File: src/rtl/char_disp_pkg.sv
// Package: shared types for the character display address core.
// Assumes: one target-select bit distinguishes the two memories.
package char_disp_pkg;
    typedef enum logic {
        TGT_CG = 1'b0,
        TGT_DD = 1'b1
    } tgt_e;
endpackage

File: src/rtl/cmd_decode.sv
// Module: cmd_decode
// Splits one strobed host byte into exactly one action: load glyph
// pointer, load character pointer, set mode, or store data.
// Assumes: inputs are stable around the clock edge; unused codes give no action.
module cmd_decode (
    input  logic       wr_stb,
    input  logic       rs,
    input  logic [7:0] din,
    output logic       ld_cg,
    output logic       ld_dd,
    output logic       ld_mode,
    output logic       wr_data
);
    // Classify the byte by its leading bits, highest-order match first.
    always_comb begin
        ld_cg   = 1'b0;
        ld_dd   = 1'b0;
        ld_mode = 1'b0;
        wr_data = 1'b0;
        if (wr_stb) begin
            if (rs)                         wr_data = 1'b1;
            else if (din[7])                ld_dd   = 1'b1;
            else if (din[6])                ld_cg   = 1'b1;
            else if (din[5:2] == 4'b0001)   ld_mode = 1'b1;
        end
    end
endmodule

File: src/rtl/addr_counter.sv
// Module: addr_counter
// Holds the shared pointer, target select and mode bits. Applies loads
// (with gap clamping for character space) and steps after data stores.
// Assumes: at most one of the load/store strobes is high per cycle.
module addr_counter
    import char_disp_pkg::*;
#(
    parameter int AW       = 7,
    parameter int CG_AW    = 6,
    parameter int LINE_LEN = 40,
    parameter int L2_BASE  = 64
) (
    input  logic          clk,
    input  logic          rst_n,
    input  logic          ld_cg,
    input  logic          ld_dd,
    input  logic          ld_mode,
    input  logic          wr_data,
    input  logic [AW-1:0] val,
    output logic [AW-1:0] addr_q,
    output tgt_e          tgt_q,
    output logic          dir_q,
    output logic          shift_q
);
    localparam logic [AW-1:0] L1_FIRST = '0;
    localparam logic [AW-1:0] L1_LAST  = AW'(LINE_LEN - 1);
    localparam logic [AW-1:0] L2_FIRST = AW'(L2_BASE);
    localparam logic [AW-1:0] L2_LAST  = AW'(L2_BASE + LINE_LEN - 1);
    localparam logic [CG_AW-1:0] CG_ONE = CG_AW'(1);

    logic [AW-1:0]    dd_load;
    logic [AW-1:0]    dd_next;
    logic [CG_AW-1:0] cg_next;
    logic [AW-1:0]    step_next;

    // Clamp a character-space load that lands in a gap to the next line start.
    always_comb begin
        if (val <= L1_LAST)       dd_load = val;
        else if (val < L2_FIRST)  dd_load = L2_FIRST;
        else if (val <= L2_LAST)  dd_load = val;
        else                      dd_load = L1_FIRST;
    end

    // Next character-space address, jumping across the gaps between lines.
    always_comb begin
        if (dir_q) begin
            if (addr_q == L1_LAST)       dd_next = L2_FIRST;
            else if (addr_q == L2_LAST)  dd_next = L1_FIRST;
            else                         dd_next = addr_q + AW'(1);
        end else begin
            if (addr_q == L1_FIRST)      dd_next = L2_LAST;
            else if (addr_q == L2_FIRST) dd_next = L1_LAST;
            else                         dd_next = addr_q - AW'(1);
        end
    end

    // Next glyph-space address: plain modulo step on the narrow field.
    always_comb begin
        cg_next   = dir_q ? addr_q[CG_AW-1:0] + CG_ONE : addr_q[CG_AW-1:0] - CG_ONE;
        step_next = (tgt_q == TGT_DD) ? dd_next : AW'(cg_next);
    end

    // Pointer, target and mode registers.
    always_ff @(posedge clk) begin
        if (!rst_n) begin
            addr_q  <= '0;
            tgt_q   <= TGT_DD;
            dir_q   <= 1'b1;
            shift_q <= 1'b0;
        end else if (ld_cg) begin
            addr_q  <= AW'(val[CG_AW-1:0]);
            tgt_q   <= TGT_CG;
        end else if (ld_dd) begin
            addr_q  <= dd_load;
            tgt_q   <= TGT_DD;
        end else if (ld_mode) begin
            dir_q   <= val[1];
            shift_q <= val[0];
        end else if (wr_data) begin
            addr_q  <= step_next;
        end
    end

    // in character space the pointer never sits in a gap.
    a_r8_dd_in_range: assert property (@(posedge clk) disable iff (!rst_n)
        (tgt_q == TGT_DD) |-> (addr_q <= L1_LAST || (addr_q >= L2_FIRST && addr_q <= L2_LAST)));

    // in glyph space the bits above the narrow field stay clear.
    a_r7_cg_narrow: assert property (@(posedge clk) disable iff (!rst_n)
        (tgt_q == TGT_CG) |-> (addr_q >> CG_AW) == '0);

    // a glyph-space store moves the pointer by exactly one, modulo 64.
    a_r5_cg_step: assert property (@(posedge clk) disable iff (!rst_n)
        (wr_data && tgt_q == TGT_CG) |=>
        (addr_q[CG_AW-1:0] == ($past(dir_q) ? $past(addr_q[CG_AW-1:0]) + CG_ONE
                                            : $past(addr_q[CG_AW-1:0]) - CG_ONE)));

    // with no strobe nothing in the pointer state moves.
    a_r11_idle_hold: assert property (@(posedge clk) disable iff (!rst_n)
        !(ld_cg || ld_dd || ld_mode || wr_data) |=>
        ($stable(addr_q) && $stable(tgt_q) && $stable(dir_q) && $stable(shift_q)));

    // a mode command latches both bits.
    a_r10_mode_latch: assert property (@(posedge clk) disable iff (!rst_n)
        ld_mode |=> (dir_q == $past(val[1]) && shift_q == $past(val[0])));
endmodule

File: src/rtl/char_ram.sv
// Module: char_ram
// Single write port, combinational read port storage array, cleared on reset.
// Assumes: depth is a power of two set by the address width.
module char_ram #(
    parameter int AW = 6,
    parameter int DW = 8
) (
    input  logic          clk,
    input  logic          rst_n,
    input  logic          we,
    input  logic [AW-1:0] waddr,
    input  logic [DW-1:0] wdata,
    input  logic [AW-1:0] raddr,
    output logic [DW-1:0] rdata
);
    localparam int DEPTH = 1 << AW;

    logic [DW-1:0] mem [DEPTH];

    // Clear on reset, otherwise store on write enable.
    always_ff @(posedge clk) begin
        if (!rst_n) begin
            for (int i = 0; i < DEPTH; i++) mem[i] <= '0;
        end else if (we) begin
            mem[waddr] <= wdata;
        end
    end

    // Refresh read path.
    always_comb rdata = mem[raddr];
endmodule

File: src/rtl/char_addr_core.sv
// Module: char_addr_core
// Top of the command-decode and pointer core: decodes host bytes, steers
// stores into the glyph-pattern or character memory, exposes refresh reads.
// Assumes: one byte per strobe cycle; the strobe is synchronous to clk.
module char_addr_core
    import char_disp_pkg::*;
#(
    parameter int AW       = 7,
    parameter int CG_AW    = 6,
    parameter int CG_DW    = 5,
    parameter int DW       = 8,
    parameter int LINE_LEN = 40,
    parameter int L2_BASE  = 64,
    parameter int USER_CODES = 16
) (
    input  logic             clk,
    input  logic             rst_n,
    input  logic             wr_stb,
    input  logic             rs,
    input  logic [DW-1:0]    din,
    output logic [AW-1:0]    addr_q,
    output logic             tgt_dd,
    output logic             dir_inc,
    output logic             shift_en,
    input  logic [AW-1:0]    scan_dd_addr,
    output logic [DW-1:0]    scan_dd_code,
    output logic             scan_user_glyph,
    input  logic [CG_AW-1:0] scan_cg_addr,
    output logic [CG_DW-1:0] scan_cg_row
);
    logic ld_cg, ld_dd, ld_mode, wr_data;
    logic cg_we, dd_we;
    tgt_e tgt_q;

    cmd_decode u_dec (
        .wr_stb  (wr_stb),
        .rs      (rs),
        .din     (din),
        .ld_cg   (ld_cg),
        .ld_dd   (ld_dd),
        .ld_mode (ld_mode),
        .wr_data (wr_data)
    );

    addr_counter #(
        .AW(AW), .CG_AW(CG_AW), .LINE_LEN(LINE_LEN), .L2_BASE(L2_BASE)
    ) u_ctr (
        .clk     (clk),
        .rst_n   (rst_n),
        .ld_cg   (ld_cg),
        .ld_dd   (ld_dd),
        .ld_mode (ld_mode),
        .wr_data (wr_data),
        .val     (din[AW-1:0]),
        .addr_q  (addr_q),
        .tgt_q   (tgt_q),
        .dir_q   (dir_inc),
        .shift_q (shift_en)
    );

    // Steer a data store to the memory chosen by the last pointer command.
    always_comb begin
        cg_we  = wr_data && (tgt_q == TGT_CG);
        dd_we  = wr_data && (tgt_q == TGT_DD);
        tgt_dd = (tgt_q == TGT_DD);
    end

    char_ram #(.AW(CG_AW), .DW(CG_DW)) u_cg_ram (
        .clk   (clk),
        .rst_n (rst_n),
        .we    (cg_we),
        .waddr (addr_q[CG_AW-1:0]),
        .wdata (din[CG_DW-1:0]),
        .raddr (scan_cg_addr),
        .rdata (scan_cg_row)
    );

    char_ram #(.AW(AW), .DW(DW)) u_dd_ram (
        .clk   (clk),
        .rst_n (rst_n),
        .we    (dd_we),
        .waddr (addr_q),
        .wdata (din),
        .raddr (scan_dd_addr),
        .rdata (scan_dd_code)
    );

    // Flag codes that select a user-defined glyph rather than a fixed one.
    always_comb scan_user_glyph = (scan_dd_code < DW'(USER_CODES));

    // a store never reaches both memories.
    a_r5_one_target: assert property (@(posedge clk) disable iff (!rst_n)
        $onehot0({cg_we, dd_we}));

    // a pointer command sets the target it names.
    a_r3_dd_select: assert property (@(posedge clk) disable iff (!rst_n)
        ld_dd |=> tgt_dd);
    a_r2_cg_select: assert property (@(posedge clk) disable iff (!rst_n)
        ld_cg |=> !tgt_dd);
endmodule

File: config.mk
export PLATFORM = sky130hd
export DESIGN_NAME = char_addr_core
export DESIGN_NICKNAME = d
export VERILOG_FILES = /design/src/rtl/char_disp_pkg.sv /design/src/rtl/cmd_decode.sv /design/src/rtl/addr_counter.sv /design/src/rtl/char_ram.sv /design/src/rtl/char_addr_core.sv
export SDC_FILE = /design/constraint.sdc
export NUM_CORES = 2
export LEC_CHECK = 0
export BUFFER_PORTS_ARGS = -buffer_cell sky130_fd_sc_hd__buf_2
export CORE_MARGIN = 3
export CORE_UTILIZATION = 30
export CTS_BUF_LIST = sky130_fd_sc_hd__clkbuf_8
export CTS_CLUSTER_SIZE = 30
export DETAILED_ROUTE_END_ITERATION = 12
export PLACE_DENSITY = 0.45
export SLEW_MARGIN = 20
export SYNTH_ARGS = -nofsm -noshare
export SYNTH_HDL_FRONTEND = slang
export SYNTH_SLANG_ARGS = --single-unit
export TNS_END_PERCENT = 1
File: constraint.sdc
create_clock -name clk -period 4.8 [get_ports clk]
set_clock_uncertainty 0.15 [all_clocks]
set_input_delay 0.96 -clock clk [delete_from_list [all_inputs] [get_ports clk]]
set_output_delay 0.96 -clock clk [all_outputs]
set_load 0.02 [all_outputs]
# Word-level counts from Yosys, hierarchy flattened
# Memory sizes are Yosys's and may differ from the RTL's.
# Cells that the tools add are included.
[totals]
regBits = 10
mem_bits_rw = 1344
inputBits = 25
out_inout_bits = 24
word_cells = 80
memories = 2
[classes]
add_sub_neg = 4
n_lt_le_gt_ge = 4
n_eq_ne = 6
n_mux = 43
n_bitwise = 4
reduce_logical = 12
[mem_list]
columns = ["memory", "words", "word_bits", "read_ports", "rd_ports_with_merged_regs", "write_ports", "line", "rtl"]
rows = [
  ["u_dd_ram.mem", 128, 8, 1, 0, 128, "char_ram.sv:18", "logic [DW-1:0] mem [DEPTH];"],
  ["u_cg_ram.mem", 64, 5, 1, 0, 64, "char_ram.sv:18", ""],
]
[op_table]
columns = ["operator", "n"]
rows = [
  ["2-to-1 mux 7 bit", 13],
  ["2-to-1 mux 1 bit", 25],
  ["2-to-1 mux 6 bit", 3],
  ["== test 7 bit (second input constant)", 2],
  ["< comparator 8 x 5 -> 1 bit (second input constant)", 1],
  ["2-to-1 mux 8 bit", 1],
  ["OR reduction 8 bit", 1],
  ["adder 7 x 1 -> 7 bit (second input constant)", 1],
  ["== test 7 x 6 -> 1 bit (second input constant)", 1],
  ["less-or-equal comparator 7 x 6 -> 1 bit (second input constant)", 1],
  ["less-or-equal comparator 7 bit (second input constant)", 1],
  ["zero test 7 bit", 1],
  ["< comparator 7 bit (second input constant)", 1],
  ["subtractor 7 x 1 -> 7 bit (second input constant)", 1],
  ["adder 6 x 1 -> 6 bit (second input constant)", 1],
  ["subtractor 6 x 1 -> 6 bit (second input constant)", 1],
  ["2-to-1 mux 5 bit", 1],
  ["OR reduction 5 bit", 1],
  ["== test 4 x 1 -> 1 bit (second input constant)", 1],
  ["NOT 1 bit", 4],
  ["AND reduction 2 bit", 2],
  ["nonzero test 2 bit", 2],
  ["inequality test 3 bit (second input constant)", 1],
  ["AND reduction 3 bit", 1],
  ["4 further kinds", 5],
]

# Depth between registers and ports, before layout
[logic_depth]
ltp_word = 9
depth_mapped = 13
mapped_depth_nobuf = 9

# Hierarchy
# From an unflattened synthesis, not the netlist that was laid out.
[hier_totals]
cells_unflattened = 4136
hier_area_um2 = 63574.7
[modules_own_cells]
columns = ["module", "instances", "cells_each", "area_each_um2", "seq_area_each_um2"]
rows = [
  ["char_ram (u_dd_ram)", 1, 2932, 47152.7, 30749.5],
  ["char_ram (u_cg_ram)", 1, 1060, 15234.6, 9609.2],
  ["addr_counter", 1, 134, 1112.3, 200.2],
  ["cmd_decode", 1, 7, 50.0, 0.0],
  ["char_addr_core", 1, 3, 25.0, 0.0],
]

# Worst setup path before layout
# Ideal clock, no wire load.
[synth_path]
kind = "input to output"
start = "in scan_dd_addr[0]"
end = "out scan_user_glyph"
arrival_time_ns = 3.452
required_ns = 3.690
setup_slack_ns = 0.238
cell_stages = 10
n_path_buf = 4
cell_sequence = "buf_6 > buf_8 > buf_6 > buf_2 > mux4_2 > o21ai_0 > nand2_1 > o211ai_1 > nor4_1 > nor4_1"
[synth_between]
elab_chain_cells = 2
[synth_rtl]
columns = ["element", "line", "rtl"]
rows = [
  ["start: declaration", "char_addr_core.sv:25", "input logic [AW-1:0] scan_dd_addr,"],
  ["memory read (128 x 8 bit)", "n/a", ""],
  ["net scan_dd_code[5]", "char_addr_core.sv:26", "output logic [DW-1:0] scan_dd_code,"],
  ["< comparator 8 x 5 -> 1 bit", "char_addr_core.sv:89", "always_comb scan_user_glyph = (scan_dd_code < DW'(USER_CODES));"],
  ["end: declaration", "char_addr_core.sv:27", "output logic scan_user_glyph,"],
]
# The timed path passes the listed nets, and every way through them passes these cells.

# Worst setup path after layout
[layout_path]
start = "in scan_dd_addr[4]"
end = "out scan_user_glyph"
[layout_between]
elab_chain_cells = 2
[layout_rtl]
columns = ["element", "line"]
rows = [
  ["memory read (128 x 8 bit)", "n/a"],
  ["< comparator 8 x 5 -> 1 bit", "char_addr_core.sv:89"],
]
# Every way passes these cells.

==> results.yml <==
synthesis:
  synth.top_cell.area_share: 0.634
  ys.flop_type: "edfxtp_1"
  ys_seq_area_frac: 0.637
  synth_top_area_cell: "edfxtp_1"
  yosys-top-cells-area: "edfxtp_1 (63%), mux4_2 (12%), and2_1 (11%)"
  async_reset_ff_frac: 0
  ys.warnings.count: 0
  synth_cells: 4340
  yosysUniqueCellTypes: 57
  syn_nets: 4373
  yosysMostFrequentCell: "edfxtp_1"
  synthesis.area_um2: 63700
  avgSynthCellArea_um2: 14.7
  synth_seq_cells: 1354
  synth.top_cells.by_count: "edfxtp_1 (1,344), and2_1 (1,085), mux4_2 (342)"
  synth_edf_count: 1344
route:
  viasPerCell: 4.94
  dr.pass1.iters: 5
  ant_nets: 0
  vias: 37100
  routedWlPerCell_um: 25.7
  drc_errors: 0
  drtIter0Drc: 3362
  finalWirelength_um: 193000
timing:
  max_slew_margin: 0.238
  rsz0062_at_grt: "true"
  tightest_slew_ns: 1.13
  whs_ns: 0.264
  period_share: 1.02
  hold_viol: 0
  setup_viol: 3
  drv_slew: 0
  fmax_ghz: 0.204
  fin_crit_ns: 4.90
  fin_ws_ns: -0.100
grt:
  grt_pass1_vias: 38700
  antenna_found_initial: 13
  grt_pass1_wl_um: 281000
  track_usage: 0.176
  grt_overflow: 0
  grt_max_degree: 124
floorplan:
  rows: 168
  core_area_um2: 210000
  die_x_um: 467
  io_pins: 49
  dieArea_um2: 218000
  die_y_um: 467
  initial_utilization: 0.303
cells_and_area:
  final-seq-area_um2: 40600
  areaGrowthSynthToFinish_pct: 15.2
  fin_cells: 7522
  fillers: 20200
  final_util: 0.349
  drive_gt1_frac: 0.223
  design_area_um2: 73300
  multi_input_area_um2: 21800
  nets: 4547
worst_hold_path:
  hold_depth: 3
  hold_path.class: "in2reg"
  min_from: "wr_stb"
  hold_end: "u_ctr.addr_q[6]"
clocking:
  h-tree-depth: 4
  cts-buffers-inserted: 234
  clockBufferDepth: 3
  clk_pin_slew_ns: 0.06
  clock_latency_ns: 0.94
  clock_sinks: 1354
  cts_tree: "yes"
  cts-root-buf: "clkbuf_8"
power_and_ir_drop:
  cellLeakagePower_nw: 27.2
  p_per_area_nw_per_um2: 350
  vdd_drop_max_mv: 0.272
critical_path:
  crit_arrival_ns: 3.79
  cp-end-kind: "primary output"
  rrSetupSlack_ns: 1.27
  reg2reg_to: "u_dd_ram.mem[113][3]"
  r2r-start: "u_ctr.addr_q[0]"
  path_max_fanout: 21
  rr_worst_depth: 5
  cp-start-kind: "input pin"
  critPathKind: "in2out"
  required_ns: 3.69
place:
  place_area_um2: 68400
  place_inst: 7070
  io_buffers: 48
  gp_congestion: 0.855
  hpwl_um: 124000
  dp_worst_setup_slack_ns: -0.868
run:
  cap_violations: 0
outcome:
  violations: "setup timing"
  status: "finished, violations left"
-- registers in the layout, indices dropped and copies added, names as in the netlist --
| name | count |
|---|---|
| u_ctr.tgt_q | 1 |
| u_dd_ram.mem | 1024 |
| u_ctr.dir_q | 1 |
| u_ctr.addr_q | 7 |
| u_cg_ram.mem | 320 |
| u_ctr.shift_q | 1 |
-- worst max-delay path, stage by stage --
cell and delay, ns:
buf_2 0.24, buf_12 0.23, nand2b_1 0.24, or3b_2 0.65, nor3_1 0.42, nor3_1 0.10
nand3_1 0.15, nor4_4 0.06, buf_4 0.18, nor4_2 0.27, buf_4 0.16, buf_6 0.11
-- metrics by stage --
| stage | power, mW | TNS [ns] |
|---|---|---|
| detailed placement | 15.9 | -4.45 |
| finish | 25.7 | -0.200 |
| CTS | 26.0 | -0.308 |
| floorplan | 14.9 | 0 |
| global route | 26.7 | -0.487 |
| global placement | 15.9 | -4.67 |
-- cells in the final DEF (no fill, tap or decap), drive strengths merged, types with 5 or more instances in the layout --
cell type / count
or2: 5
o22ai: 25
nor3: 44
clkinv: 108
o21a: 5
and2: 1086
nand3: 22
mux2i: 110
inv: 88
a31oi: 6
a2111oi: 12
a211oi: 7
bufinv: 5
ha: 7
a21oi: 29
o21ai: 187
dfxtp: 10
mux4: 345
and3: 273
o211ai: 5
o221ai: 31
xnor2: 11
nor2: 169
nor4: 15
edfxtp: 1344
buf: 336
clkbuf: 241
clkinvlp: 8
nand2: 112
diode: 6
nand2b: 13
nor2b: 14
-- logic make-up (layout without fill, tap and decap cells) --
kind of cell,count (synthesis),count (layout),synth area share
compound gates,327,327,0.0305
xor+xnor,14,14,0.00193
fa+ha+maj,8,8,0.00169
buf+inv,417,788,0.0282
flops,1354,1354,0.637
mux,456,456,0.140
other cells,0,6,0
simple gates,1764,1764,0.161
-- report_power, final --
group	leakage (nW)	total [mW]	switching, mW	internal [mW]
Clock	2.44	9.92	5.03	4.89
Combinational	10.8	2.22	1.40	0.822
Sequential	14.0	13.5	0.152	13.4
Total	27.2	25.7	6.58	19.1
-- area by class of cell --
cell class / count / share of cell area
antenna: 6 / 0.000205
clock buffer: 238 / 0.0447
clock inverter: 195 / 0.0139
inverter: 14 / 0.000734
multi-input combinational: 2569 / 0.297
sequential: 1354 / 0.553
tap: 2805 / 0.0479
timing repair buffer: 341 / 0.0426
-- timing repair --
action | 4_1_cts | 5_1_grt
gates resized for setup | 61 | 21
hold buffers | 0 | 0
buffers inserted | 0 | 8
endpoints found under the setup margin | 9 | 9
gates cloned | 2 | 3
pin swaps | 8 | 4
-- layer usage --
layer / track usage / wire (µm) / vias up
met5: 0 / 0 / -
met3: 0.0307 / 9800 / 259
met4: 0.0441 / 4000 / 0
met2: 0.278 / 90200 / 980
met1: 0.250 / 89100 / 19300
li1: - / - / 16600
-- worst max path at each step --
stage / from / endpoint / slack, ns / depth (start not counted)
after detailed placement: scan_dd_addr[0] / scan_user_glyph / -0.87 / 15
after floorplan: scan_dd_addr[0] / scan_user_glyph / 0.24 / 10
after CTS: u_dd_ram.mem[11][4] / scan_user_glyph / -0.13 / 9
after global routing: u_dd_ram.mem[11][4] / scan_user_glyph / -0.18 / 10
after global placement: scan_dd_addr[0] / scan_user_glyph / -0.95 / 14
final: scan_dd_addr[4] / scan_user_glyph / -0.10 / 12
Note: power is estimated with default switching activity, not from simulation.
